===== src/rtl/iob_pkg.sv =====
package iob_pkg;
  typedef enum logic {
    SRC_CACHE  = 1'b0,
    SRC_BYPASS = 1'b1
  } src_e;
endpackage


===== src/rtl/iob_pick.sv =====
module iob_pick #(
  parameter int NUM_REQ = 4,
  localparam int IDX_W = $clog2(NUM_REQ)
) (
  input  logic               clk,
  input  logic               rst_n,
  input  logic [NUM_REQ-1:0] cand,
  input  logic               stalled,
  output logic               any,
  output logic [IDX_W-1:0]   idx
);
  logic             held_q;
  logic [IDX_W-1:0] held_idx_q;

  always_comb begin
    any = 1'b0;
    idx = '0;
    if (held_q) begin
      idx = held_idx_q;
      any = cand[held_idx_q];
    end else begin
      for (int k = NUM_REQ - 1; k >= 0; k--) begin
        if (cand[k]) begin
          any = 1'b1;
          idx = IDX_W'(k);
        end
      end
    end
  end

  always_ff @(posedge clk or negedge rst_n) begin
    if (!rst_n) begin
      held_q     <= 1'b0;
      held_idx_q <= '0;
    end else begin
      held_q     <= stalled;
      held_idx_q <= idx;
    end
  end
endmodule


===== src/rtl/iob_merge.sv =====
module iob_merge
  import iob_pkg::*;
(
  input  logic clk,
  input  logic rst_n,
  input  logic v_cache,
  input  logic v_bypass,
  input  logic take,
  output src_e sel,
  output logic valid
);
  logic lock_q;
  src_e lock_sel_q;

  always_comb begin
    if (lock_q)       sel = lock_sel_q;
    else if (v_cache) sel = SRC_CACHE;
    else              sel = SRC_BYPASS;
    valid = (sel == SRC_CACHE) ? v_cache : v_bypass;
  end

  always_ff @(posedge clk or negedge rst_n) begin
    if (!rst_n) begin
      lock_q     <= 1'b0;
      lock_sel_q <= SRC_CACHE;
    end else begin
      lock_q     <= valid && !take;
      lock_sel_q <= sel;
    end
  end
endmodule


===== src/rtl/iob_rsp_split.sv =====
module iob_rsp_split
  import iob_pkg::*;
#(
  parameter int NUM_REQ = 4,
  parameter int TAG_W   = 8,
  parameter int DATA_W  = 32,
  localparam int IDX_W  = $clog2(NUM_REQ),
  localparam int CTAG_W = TAG_W + IDX_W,
  localparam int MTAG_W = CTAG_W + 1
) (
  input  logic                      mem_rsp_valid,
  input  logic [MTAG_W-1:0]         mem_rsp_tag,
  input  logic [DATA_W-1:0]         mem_rsp_data,
  output logic                      mem_rsp_ready,
  input  logic                      ack_fire,
  input  logic [IDX_W-1:0]          ack_idx,
  input  logic [TAG_W-1:0]          ack_tag,
  output logic                      cache_rsp_valid,
  input  logic                      cache_rsp_ready,
  output logic [CTAG_W-1:0]         cache_rsp_tag,
  output logic [DATA_W-1:0]         cache_rsp_data,
  output logic [NUM_REQ-1:0]        rsp_valid,
  output logic [NUM_REQ*TAG_W-1:0]  rsp_tag,
  output logic [NUM_REQ*DATA_W-1:0] rsp_data
);
  function automatic logic [IDX_W-1:0] lane_of(input logic [MTAG_W-1:0] t);
    return t[IDX_W-1:0];
  endfunction

  function automatic logic [TAG_W-1:0] user_tag_of(input logic [MTAG_W-1:0] t);
    return TAG_W'(t[CTAG_W-1:0] >> IDX_W);
  endfunction

  logic             to_bypass;
  logic [IDX_W-1:0] byp_lane;
  logic             clash;

  assign to_bypass = mem_rsp_tag[MTAG_W-1] == SRC_BYPASS;
  assign byp_lane  = lane_of(mem_rsp_tag);
  assign clash     = ack_fire && to_bypass && (ack_idx == byp_lane);

  assign cache_rsp_valid = mem_rsp_valid && !to_bypass;
  assign cache_rsp_tag   = mem_rsp_tag[CTAG_W-1:0];
  assign cache_rsp_data  = mem_rsp_data;
  assign mem_rsp_ready   = to_bypass ? !clash : cache_rsp_ready;

  for (genvar g = 0; g < NUM_REQ; g++) begin : g_lane
    logic ack_here;
    logic mem_here;
    assign ack_here = ack_fire && (ack_idx == IDX_W'(g));
    assign mem_here = mem_rsp_valid && to_bypass && (byp_lane == IDX_W'(g)) && !clash;
    assign rsp_valid[g] = ack_here || mem_here;
    assign rsp_tag[g*TAG_W +: TAG_W]    = ack_here ? ack_tag : user_tag_of(mem_rsp_tag);
    assign rsp_data[g*DATA_W +: DATA_W] = ack_here ? '0 : mem_rsp_data;
  end
endmodule


===== src/rtl/iob_bypass_router.sv =====
module iob_bypass_router
  import iob_pkg::*;
#(
  parameter int   NUM_REQ   = 4,
  parameter int   TAG_W     = 8,
  parameter int   ADDR_W    = 32,
  parameter int   DATA_W    = 32,
  parameter logic WRITE_ACK = 1'b1,
  localparam int  IDX_W     = $clog2(NUM_REQ),
  localparam int  CTAG_W    = TAG_W + IDX_W,
  localparam int  MTAG_W    = CTAG_W + 1
) (
  input  logic                      clk,
  input  logic                      rst_n,
  input  logic [NUM_REQ-1:0]        req_valid,
  output logic [NUM_REQ-1:0]        req_ready,
  input  logic [NUM_REQ-1:0]        req_io,
  input  logic [NUM_REQ-1:0]        req_write,
  input  logic [NUM_REQ*ADDR_W-1:0] req_addr,
  input  logic [NUM_REQ*DATA_W-1:0] req_data,
  input  logic [NUM_REQ*TAG_W-1:0]  req_tag,
  output logic [NUM_REQ-1:0]        rsp_valid,
  output logic [NUM_REQ*TAG_W-1:0]  rsp_tag,
  output logic [NUM_REQ*DATA_W-1:0] rsp_data,
  input  logic                      cache_req_valid,
  output logic                      cache_req_ready,
  input  logic                      cache_req_write,
  input  logic [ADDR_W-1:0]         cache_req_addr,
  input  logic [DATA_W-1:0]         cache_req_data,
  input  logic [CTAG_W-1:0]         cache_req_tag,
  output logic                      cache_rsp_valid,
  input  logic                      cache_rsp_ready,
  output logic [CTAG_W-1:0]         cache_rsp_tag,
  output logic [DATA_W-1:0]         cache_rsp_data,
  output logic                      mem_req_valid,
  input  logic                      mem_req_ready,
  output logic                      mem_req_write,
  output logic [ADDR_W-1:0]         mem_req_addr,
  output logic [DATA_W-1:0]         mem_req_data,
  output logic [MTAG_W-1:0]         mem_req_tag,
  input  logic                      mem_rsp_valid,
  output logic                      mem_rsp_ready,
  input  logic [MTAG_W-1:0]         mem_rsp_tag,
  input  logic [DATA_W-1:0]         mem_rsp_data
);
  function automatic logic [CTAG_W-1:0] fold_tag(input logic [TAG_W-1:0] t,
                                                 input logic [IDX_W-1:0] i);
    return (CTAG_W'(t) << IDX_W) + CTAG_W'(i);
  endfunction

  logic             byp_any;
  logic [IDX_W-1:0] byp_idx;
  src_e             sel;
  logic             byp_stall;
  logic             byp_take;
  logic             ack_fire;
  logic [TAG_W-1:0] byp_tag;

  assign byp_tag   = req_tag[byp_idx*TAG_W +: TAG_W];
  assign byp_stall = (sel == SRC_BYPASS) && mem_req_valid && !mem_req_ready;
  assign byp_take  = (sel == SRC_BYPASS) && byp_any && mem_req_ready;
  assign ack_fire  = WRITE_ACK && byp_take && req_write[byp_idx];

  iob_pick #(.NUM_REQ(NUM_REQ)) u_pick (
    .clk     (clk),
    .rst_n   (rst_n),
    .cand    (req_valid & req_io),
    .stalled (byp_stall),
    .any     (byp_any),
    .idx     (byp_idx)
  );

  iob_merge u_merge (
    .clk      (clk),
    .rst_n    (rst_n),
    .v_cache  (cache_req_valid),
    .v_bypass (byp_any),
    .take     (mem_req_ready),
    .sel      (sel),
    .valid    (mem_req_valid)
  );

  always_comb begin
    if (sel == SRC_CACHE) begin
      mem_req_write = cache_req_write;
      mem_req_addr  = cache_req_addr;
      mem_req_data  = cache_req_data;
      mem_req_tag   = {SRC_CACHE, cache_req_tag};
    end else begin
      mem_req_write = req_write[byp_idx];
      mem_req_addr  = req_addr[byp_idx*ADDR_W +: ADDR_W];
      mem_req_data  = req_data[byp_idx*DATA_W +: DATA_W];
      mem_req_tag   = {SRC_BYPASS, fold_tag(byp_tag, byp_idx)};
    end
  end

  assign cache_req_ready = (sel == SRC_CACHE) && mem_req_ready;

  always_comb begin
    req_ready = '0;
    if (byp_take) req_ready[byp_idx] = 1'b1;
  end

  iob_rsp_split #(.NUM_REQ(NUM_REQ), .TAG_W(TAG_W), .DATA_W(DATA_W)) u_split (
    .mem_rsp_valid   (mem_rsp_valid),
    .mem_rsp_tag     (mem_rsp_tag),
    .mem_rsp_data    (mem_rsp_data),
    .mem_rsp_ready   (mem_rsp_ready),
    .ack_fire        (ack_fire),
    .ack_idx         (byp_idx),
    .ack_tag         (byp_tag),
    .cache_rsp_valid (cache_rsp_valid),
    .cache_rsp_ready (cache_rsp_ready),
    .cache_rsp_tag   (cache_rsp_tag),
    .cache_rsp_data  (cache_rsp_data),
    .rsp_valid       (rsp_valid),
    .rsp_tag         (rsp_tag),
    .rsp_data        (rsp_data)
  );
endmodule


===== config.mk =====
export PLATFORM = sky130hd
export DESIGN_NAME = iob_bypass_router
export DESIGN_NICKNAME = d
export VERILOG_FILES = /design/src/rtl/iob_pkg.sv /design/src/rtl/iob_pick.sv /design/src/rtl/iob_merge.sv /design/src/rtl/iob_rsp_split.sv /design/src/rtl/iob_bypass_router.sv
export SDC_FILE = /design/constraint.sdc
export NUM_CORES = 1
export LEC_CHECK = 0
export ABC_AREA = 1
export CORE_AREA = 2 2 280 282
export CTS_BUF_LIST = sky130_fd_sc_hd__clkbuf_16
export CTS_CLUSTER_SIZE = 14
export DETAILED_ROUTE_END_ITERATION = 10
export DIE_AREA = 0 0 282 284
export SLEW_MARGIN = 20
export SYNTH_ARGS = -nofsm -noshare
export SYNTH_HDL_FRONTEND = slang
export SYNTH_SLANG_ARGS = --single-unit

===== constraint.sdc =====
create_clock -name clk -period 2.9 [get_ports clk]
set_clock_uncertainty 0.2 [all_clocks]
set_input_delay 0.725 -clock clk [delete_from_list [all_inputs] [get_ports clk]]
set_output_delay 0.725 -clock clk [all_outputs]
set_load 0.02 [all_outputs]

* Yosys cells after proc, flatten, opt, wreduce, memory -nomap -nowiden
Index checks and enable logic that the tools add are counted.
Widths: inputs -> output; s select.
** Storage, ports and cells
- Register bits :: 5
- Bits of input ports :: 424
- Word-level logic and storage cells :: 86
** Cells by class
- Add/sub/neg operators :: 1
- Magnitude comparators :: 3
- Eq/ne operators :: 7
- Shift operators :: 3
- Mux-type cells :: 33
- Bitwise gates (word level) :: 2
- Reductions and logical operators :: 33
** Operators with widths (count)
- $shiftx 128x8->32 :: 2
- $mux 32 :: 6
- $mux 8 :: 4
- $shiftx 32x6->8 :: 1
- $logic_and 1x1->1 :: 24
- $mux 1 :: 13
- $mux 11 :: 1
- $add 10x2->10 :: 1
- $mux 2 :: 5
- $eq 2x2->1 const B :: 4
- $lt 2x3->1 const B :: 2
- $and 4x4->4 :: 1
- $bmux 1 s2 :: 2
- $eq 2x1->1 const B :: 2
- $logic_not 2->1 :: 2
- $logic_or 1x1->1 :: 4
- $mux 4 :: 1
- $logic_not 1->1 :: 3
- $demux 1 s2 :: 1
- $eq 2x2->1 :: 1
- $ge 2x1->1 const B :: 1
- $not 1->1 :: 1

* Logic depth before layout (Yosys ltp)
- Depth in word-level cells :: 14
- Mapped depth :: 15
- Mapped depth without buffers :: 14

* Modules after synthesis
From an unflattened synthesis, not the netlist that was laid out.
** Unflattened totals
- Cells, all modules :: 1370
- Area total of the unflattened synthesis :: 5841.9 µm²
** By module, submodules not included
- iob_bypass_router :: instances 1, cells each 968, area each 3832.4 µm²
- iob_rsp_split :: instances 1, cells each 361, area each 1726.7 µm²
- iob_pick :: instances 1, cells each 29, area each 180.2 µm²
- iob_merge :: instances 1, cells each 12, area each 102.6 µm²

* Worst setup path before layout
Ideal clock, no wire load.
- Path kind :: input to output
- Start point :: input port cache_req_valid
- End point :: output port rsp_tag[10]
- Data arrival time :: 2316 ps
- Data required time :: 1975 ps
- Setup slack :: -341 ps
- Stages :: 9
- Path buffers :: 1
- Cells stage by stage :: o21a_1 > a31oi_1 > nand3_2 > nor2_1 > nand2_2 > inv_2 > buf_4 > nand2_1 > nand2_1
** On the way
- Cells in the longest elaborated chain, start to end :: 7
** RTL lines
- start: declaration :: line iob_bypass_router.sv:25 : input logic cache_req_valid,
- $mux 1 :: line iob_merge.sv:17 : else if (v_cache) sel = SRC_CACHE;
- $mux 1 :: line iob_merge.sv:16 : if (lock_q) sel = lock_sel_q;
- $logic_and 1x1->1 (2 in a row) :: line iob_bypass_router.sv:61 : assign byp_take = (sel == SRC_BYPASS) && byp_any && mem_req_ready;
- $logic_and 1x1->1 :: line iob_bypass_router.sv:62 : assign ack_fire = WRITE_ACK && byp_take && req_write[byp_idx];
- $logic_and 1x1->1 :: line iob_rsp_split.sv:50 : assign ack_here = ack_fire && (ack_idx == IDX_W'(g));
- $mux 8 :: line iob_rsp_split.sv:53 : assign rsp_tag[g*TAG_W +: TAG_W] = ack_here ? ack_tag : user_tag_of(mem_rsp_tag);
- end: declaration :: line iob_bypass_router.sv:23 : output logic [NUM_REQ*TAG_W-1:0] rsp_tag,
Every way passes these cells.

* Worst setup path in the final report
- Start point :: input port req_valid[0]
- End point :: output port mem_req_data[4]
** On the way
- Cells in the longest elaborated chain, start to end :: 5
** RTL lines
- start: declaration :: line iob_bypass_router.sv:15 : input logic [NUM_REQ-1:0] req_valid,
- $and 4x4->4 :: line iob_bypass_router.sv:67 : .cand (req_valid & req_io),
- $mux 2 :: line iob_pick.sv:23 : if (cand[k]) begin
- $mux 2 :: line iob_pick.sv:18 : if (held_q) begin
- net byp_idx[0] :: line iob_bypass_router.sv:52 : logic [IDX_W-1:0] byp_idx;
- $shiftx 128x8->32 :: line iob_bypass_router.sv:92 : mem_req_data = req_data[byp_idx*DATA_W +: DATA_W];
- $mux 32 :: line iob_bypass_router.sv:84 : if (sel == SRC_CACHE) begin
- end: declaration :: line iob_bypass_router.sv:39 : output logic [DATA_W-1:0] mem_req_data,
The timed path passes the listed nets, and every way through them passes these cells.

==> impl_metrics.env <==
export IMPL_outcome="finished, violations left"
export IMPL_violations="setup timing"
export IMPL_grt_antenna_before_repair=15
export IMPL_crit_path_end="mem_req_data[4]"
export IMPL_dieArea_um2=80090
export IMPL_cpMostUsedCell="buf_6"
export IMPL_ys_warn_count=0
export IMPL_final_area_um2=16610
export IMPL_ir_drop_v=0.0001609
export IMPL_min_period_over_period=1.213
export IMPL_dr_pass1_iters=5
export IMPL_r2r_start="u_merge.lock_q"
export IMPL_crit_family="buffers and inverters"
export IMPL_crit_chain="buf_8 -> a21oi_4 -> buf_6 -> nand2_8 -> nand2_8 -> nor2_4 -> buf_12 -> buf_12 -> buf_16 -> buf_6 -> nand2_2 -> nand4_1 -> nand2_1 -> nand2_2 -> buf_6"
export IMPL_ys_seq_elements=5
export IMPL_die_y_um=284
export IMPL_grt_pass1_wl_um=78170
export IMPL_pre_cts_slack_ns=-1.453
export IMPL_root_buffer="clkbuf_16"
export IMPL_synthTopCellsByArea="nand2_1 53%, nor2_1 12%, nand4_1 10%"
export IMPL_gp_congestion=0.8652
export IMPL_drt_antenna_violating_nets=0
export IMPL_p_leak_uw=0.007442
export IMPL_max_cap_violations=0
export IMPL_fmax_mhz=284.2
export IMPL_fillers=8642
export IMPL_slew_violations=0
export IMPL_reg2reg_setup_slack_ns=1.26
export IMPL_grt_pass1_vias=10388
export IMPL_netlist_area_um2=4499
export IMPL_area_delta_synth_final_pct=269.2
export IMPL_finalSetupViolations=252
export IMPL_ys_seq_area_frac=0.02781
export IMPL_avgViaCountPerCell=3.536
export IMPL_reg2reg_depth=7
export IMPL_die_x_um=282
export IMPL_grt_overflow=0
export IMPL_core_area_um2=76960
export IMPL_fin_nets=2333
export IMPL_cp_start_kind="input port"
export IMPL_finalCriticalPeriod_ns=3.518
export IMPL_crit_path_max_incr_delay_ns=0.20
export IMPL_end_kind="output pin"
export IMPL_path_buf_inv=7
export IMPL_yosysUniqueCellTypes=23
export IMPL_drc=0
export IMPL_cts_buffers=3
export IMPL_finalHoldViolCount=0
export IMPL_cp_arrival_ns=2.59
export IMPL_dr_total_vias=10444
export IMPL_wire_per_inst_um=21.14
export IMPL_start_util=0.05847
export IMPL_rsz0062_at_grt="true"
export IMPL_critPathRequiredTime_ns=1.98
export IMPL_setup_tns_ns=-107.86
export IMPL_cts_max_level=1
export IMPL_crit_cells=15
export IMPL_ios=714
export IMPL_io_buffer_count=713
export IMPL_cts_hold_buffers=0
export IMPL_grt_usage=0.1403
export IMPL_netlist_instances=1041
export IMPL_clk_pin_slew_ns=0.04
export IMPL_totalWireLength_um=62450
export IMPL_dp_hpwl_um=49280
export IMPL_worstMarginPinSlew_ns=0.5357
export IMPL_syn_area_per_cell_um2=4.322
export IMPL_power_density_nw_per_um2=279.5
export IMPL_drt_initial_drc_count=440
export IMPL_cp_startpoint="req_valid[0]"
export IMPL_clock_latency_ns=0.23
export IMPL_grt_max_degree=52
export IMPL_cts_tree="done"
export IMPL_rr_endpoint="u_merge.lock_sel_q"
export IMPL_syn_nets=1465
export IMPL_clock_sinks=5
export IMPL_yosysTopAreaCell="nand2_1"
export IMPL_clk_path_buf_depth=2
export IMPL_whs_ns=0.3760
export IMPL_slowest_stage="a21oi_4"
export IMPL_dpl_cell_area_um2=14420
export IMPL_synth_top_area_share=0.5298
export IMPL_layout_drive_gt1_share=0.3920
export IMPL_hold_class="flip-flop to flip-flop"
export IMPL_setup_slack_ns=-0.6182
export IMPL_critical_path_class="input port to output pin"
export IMPL_timing_slew_headroom=0.6425
export IMPL_crit_path_max_fanout=8
export IMPL_num_rows=102
[power by group]
group	internal, uW	switching [uW]	total [uW]
combinational	2150	2190	4340
sequential	78.2	6.70	84.9
clock	179	44.7	223
total	2410	2240	4640
[metrics by stage]
| step | total power (uW) | cells | utilization |
|---|---|---|---|
| floorplan | 1490 | 1041 | - |
| global placement | 3741 | 2852 | 0.1874 |
| detailed placement | 3743 | 2852 | 0.1874 |
| CTS | 4325 | 2911 | 0.2012 |
| global route | 4898 | 2954 | 0.2158 |
| finish | 4643 | 2954 | 0.2158 |
[what timing repair did]
item | 4_1_cts | 5_1_grt
setup buffers | 42 | 34
resized for setup | 901 | 395
pin swaps | 40 | 53
setup endpoints to repair | 252 | 252
gates cloned | 14 | 6
[per-layer routing]
layer	track usage	wire [um]	part of all wire	vias to the layer above
li1	-	-	-	4905
met1	0.1495	23420	0.37	4870
met2	0.2675	32430	0.52	578
met3	0.02676	4017	0.064	83
met4	0.05439	2529	0.040	8
met5	0	55	0.00088	-
[worst min-delay path by stage]
stage / from / to / slack, ns / cells after the start
2_1_floorplan: rst_n / u_merge.lock_q / 0.23 / 0
3_3_place_gp: u_merge.lock_sel_q / u_merge.lock_q / 0.36 / 3
6_report: u_merge.lock_sel_q / u_merge.lock_q / 0.38 / 3
3_5_place_dp: u_merge.lock_sel_q / u_merge.lock_q / 0.37 / 3
5_1_grt: u_merge.lock_sel_q / u_merge.lock_q / 0.41 / 3
4_1_cts: u_merge.lock_sel_q / u_merge.lock_q / 0.37 / 3
[cell usage in the layout (no fill, tap or decap), types with 3 or more instances in the layout]
| cell | n |
|---|---|
| dfrtp_1 | 5 |
| nand2_4 | 30 |
| nand2_1 | 526 |
| nand3_4 | 3 |
| buf_2 | 57 |
| clkbuf_2 | 7 |
| nand3_1 | 7 |
| nor2_2 | 42 |
| buf_16 | 14 |
| buf_8 | 9 |
| nand3_2 | 4 |
| buf_4 | 205 |
| nand2_8 | 6 |
| inv_1 | 42 |
| buf_12 | 77 |
| buf_6 | 133 |
| nand4_1 | 72 |
| nor2_4 | 55 |
| clkdlybuf4s50_1 | 456 |
| nand2_2 | 81 |
| diode_2 | 6 |
| nor2_1 | 45 |
| clkbuf_16 | 8 |
[synthesized netlist by cell type]
master    count
a21oi_1       2
a21oi_2       1
a31oi_1       3
buf_1         8
buf_2        15
buf_4        47
clkbuf_1     33
clkinv_1      1
dfrtp_1       5
inv_1        42
inv_2         9
nand2_1     635
nand2_2       6
nand2_4       2
nand3_1      13
nand3_2       1
nand4_1      72
nor2_1      139
nor2_2        1
nor2_4        2
nor2_8        1
o21a_1        2
o21ai_0       1
[state kept, by name, indices dropped and copies added, names as in the netlist]
name and count:
u_merge.lock_q 1, u_merge.lock_sel_q 1, u_pick.held_q 1, u_pick.held_idx_q 2
[logic make-up after synthesis]
family,synth area share
simple gates,0.7867
buf+inv,0.1727
flops,0.02781
compound gates,0.01279
[area by class of cell]
cell class / count / area (um2) / area share
clock inverters: 1 / 3.754 / 0.0002260
flip-flops and latches: 5 / 125.1 / 0.007532
inverters: 52 / 262.8 / 0.01582
multi-input cells: 881 / 4691 / 0.2824
clock buffers: 3 / 75.07 / 0.004519
diodes: 6 / 15.01 / 0.0009039
repair buffers: 966 / 10140 / 0.6103
well taps: 1040 / 1301 / 0.07834
[worst min-delay path, delay by kind of cell (launching register included)]
family | cells | cell delay, ns
AO/OA/AOI/OAI | 1 | 0.06
flip-flops | 1 | 0.32
AND/OR/NAND/NOR | 2 | 0.15
Note: power is estimated with default switching activity, not from simulation.
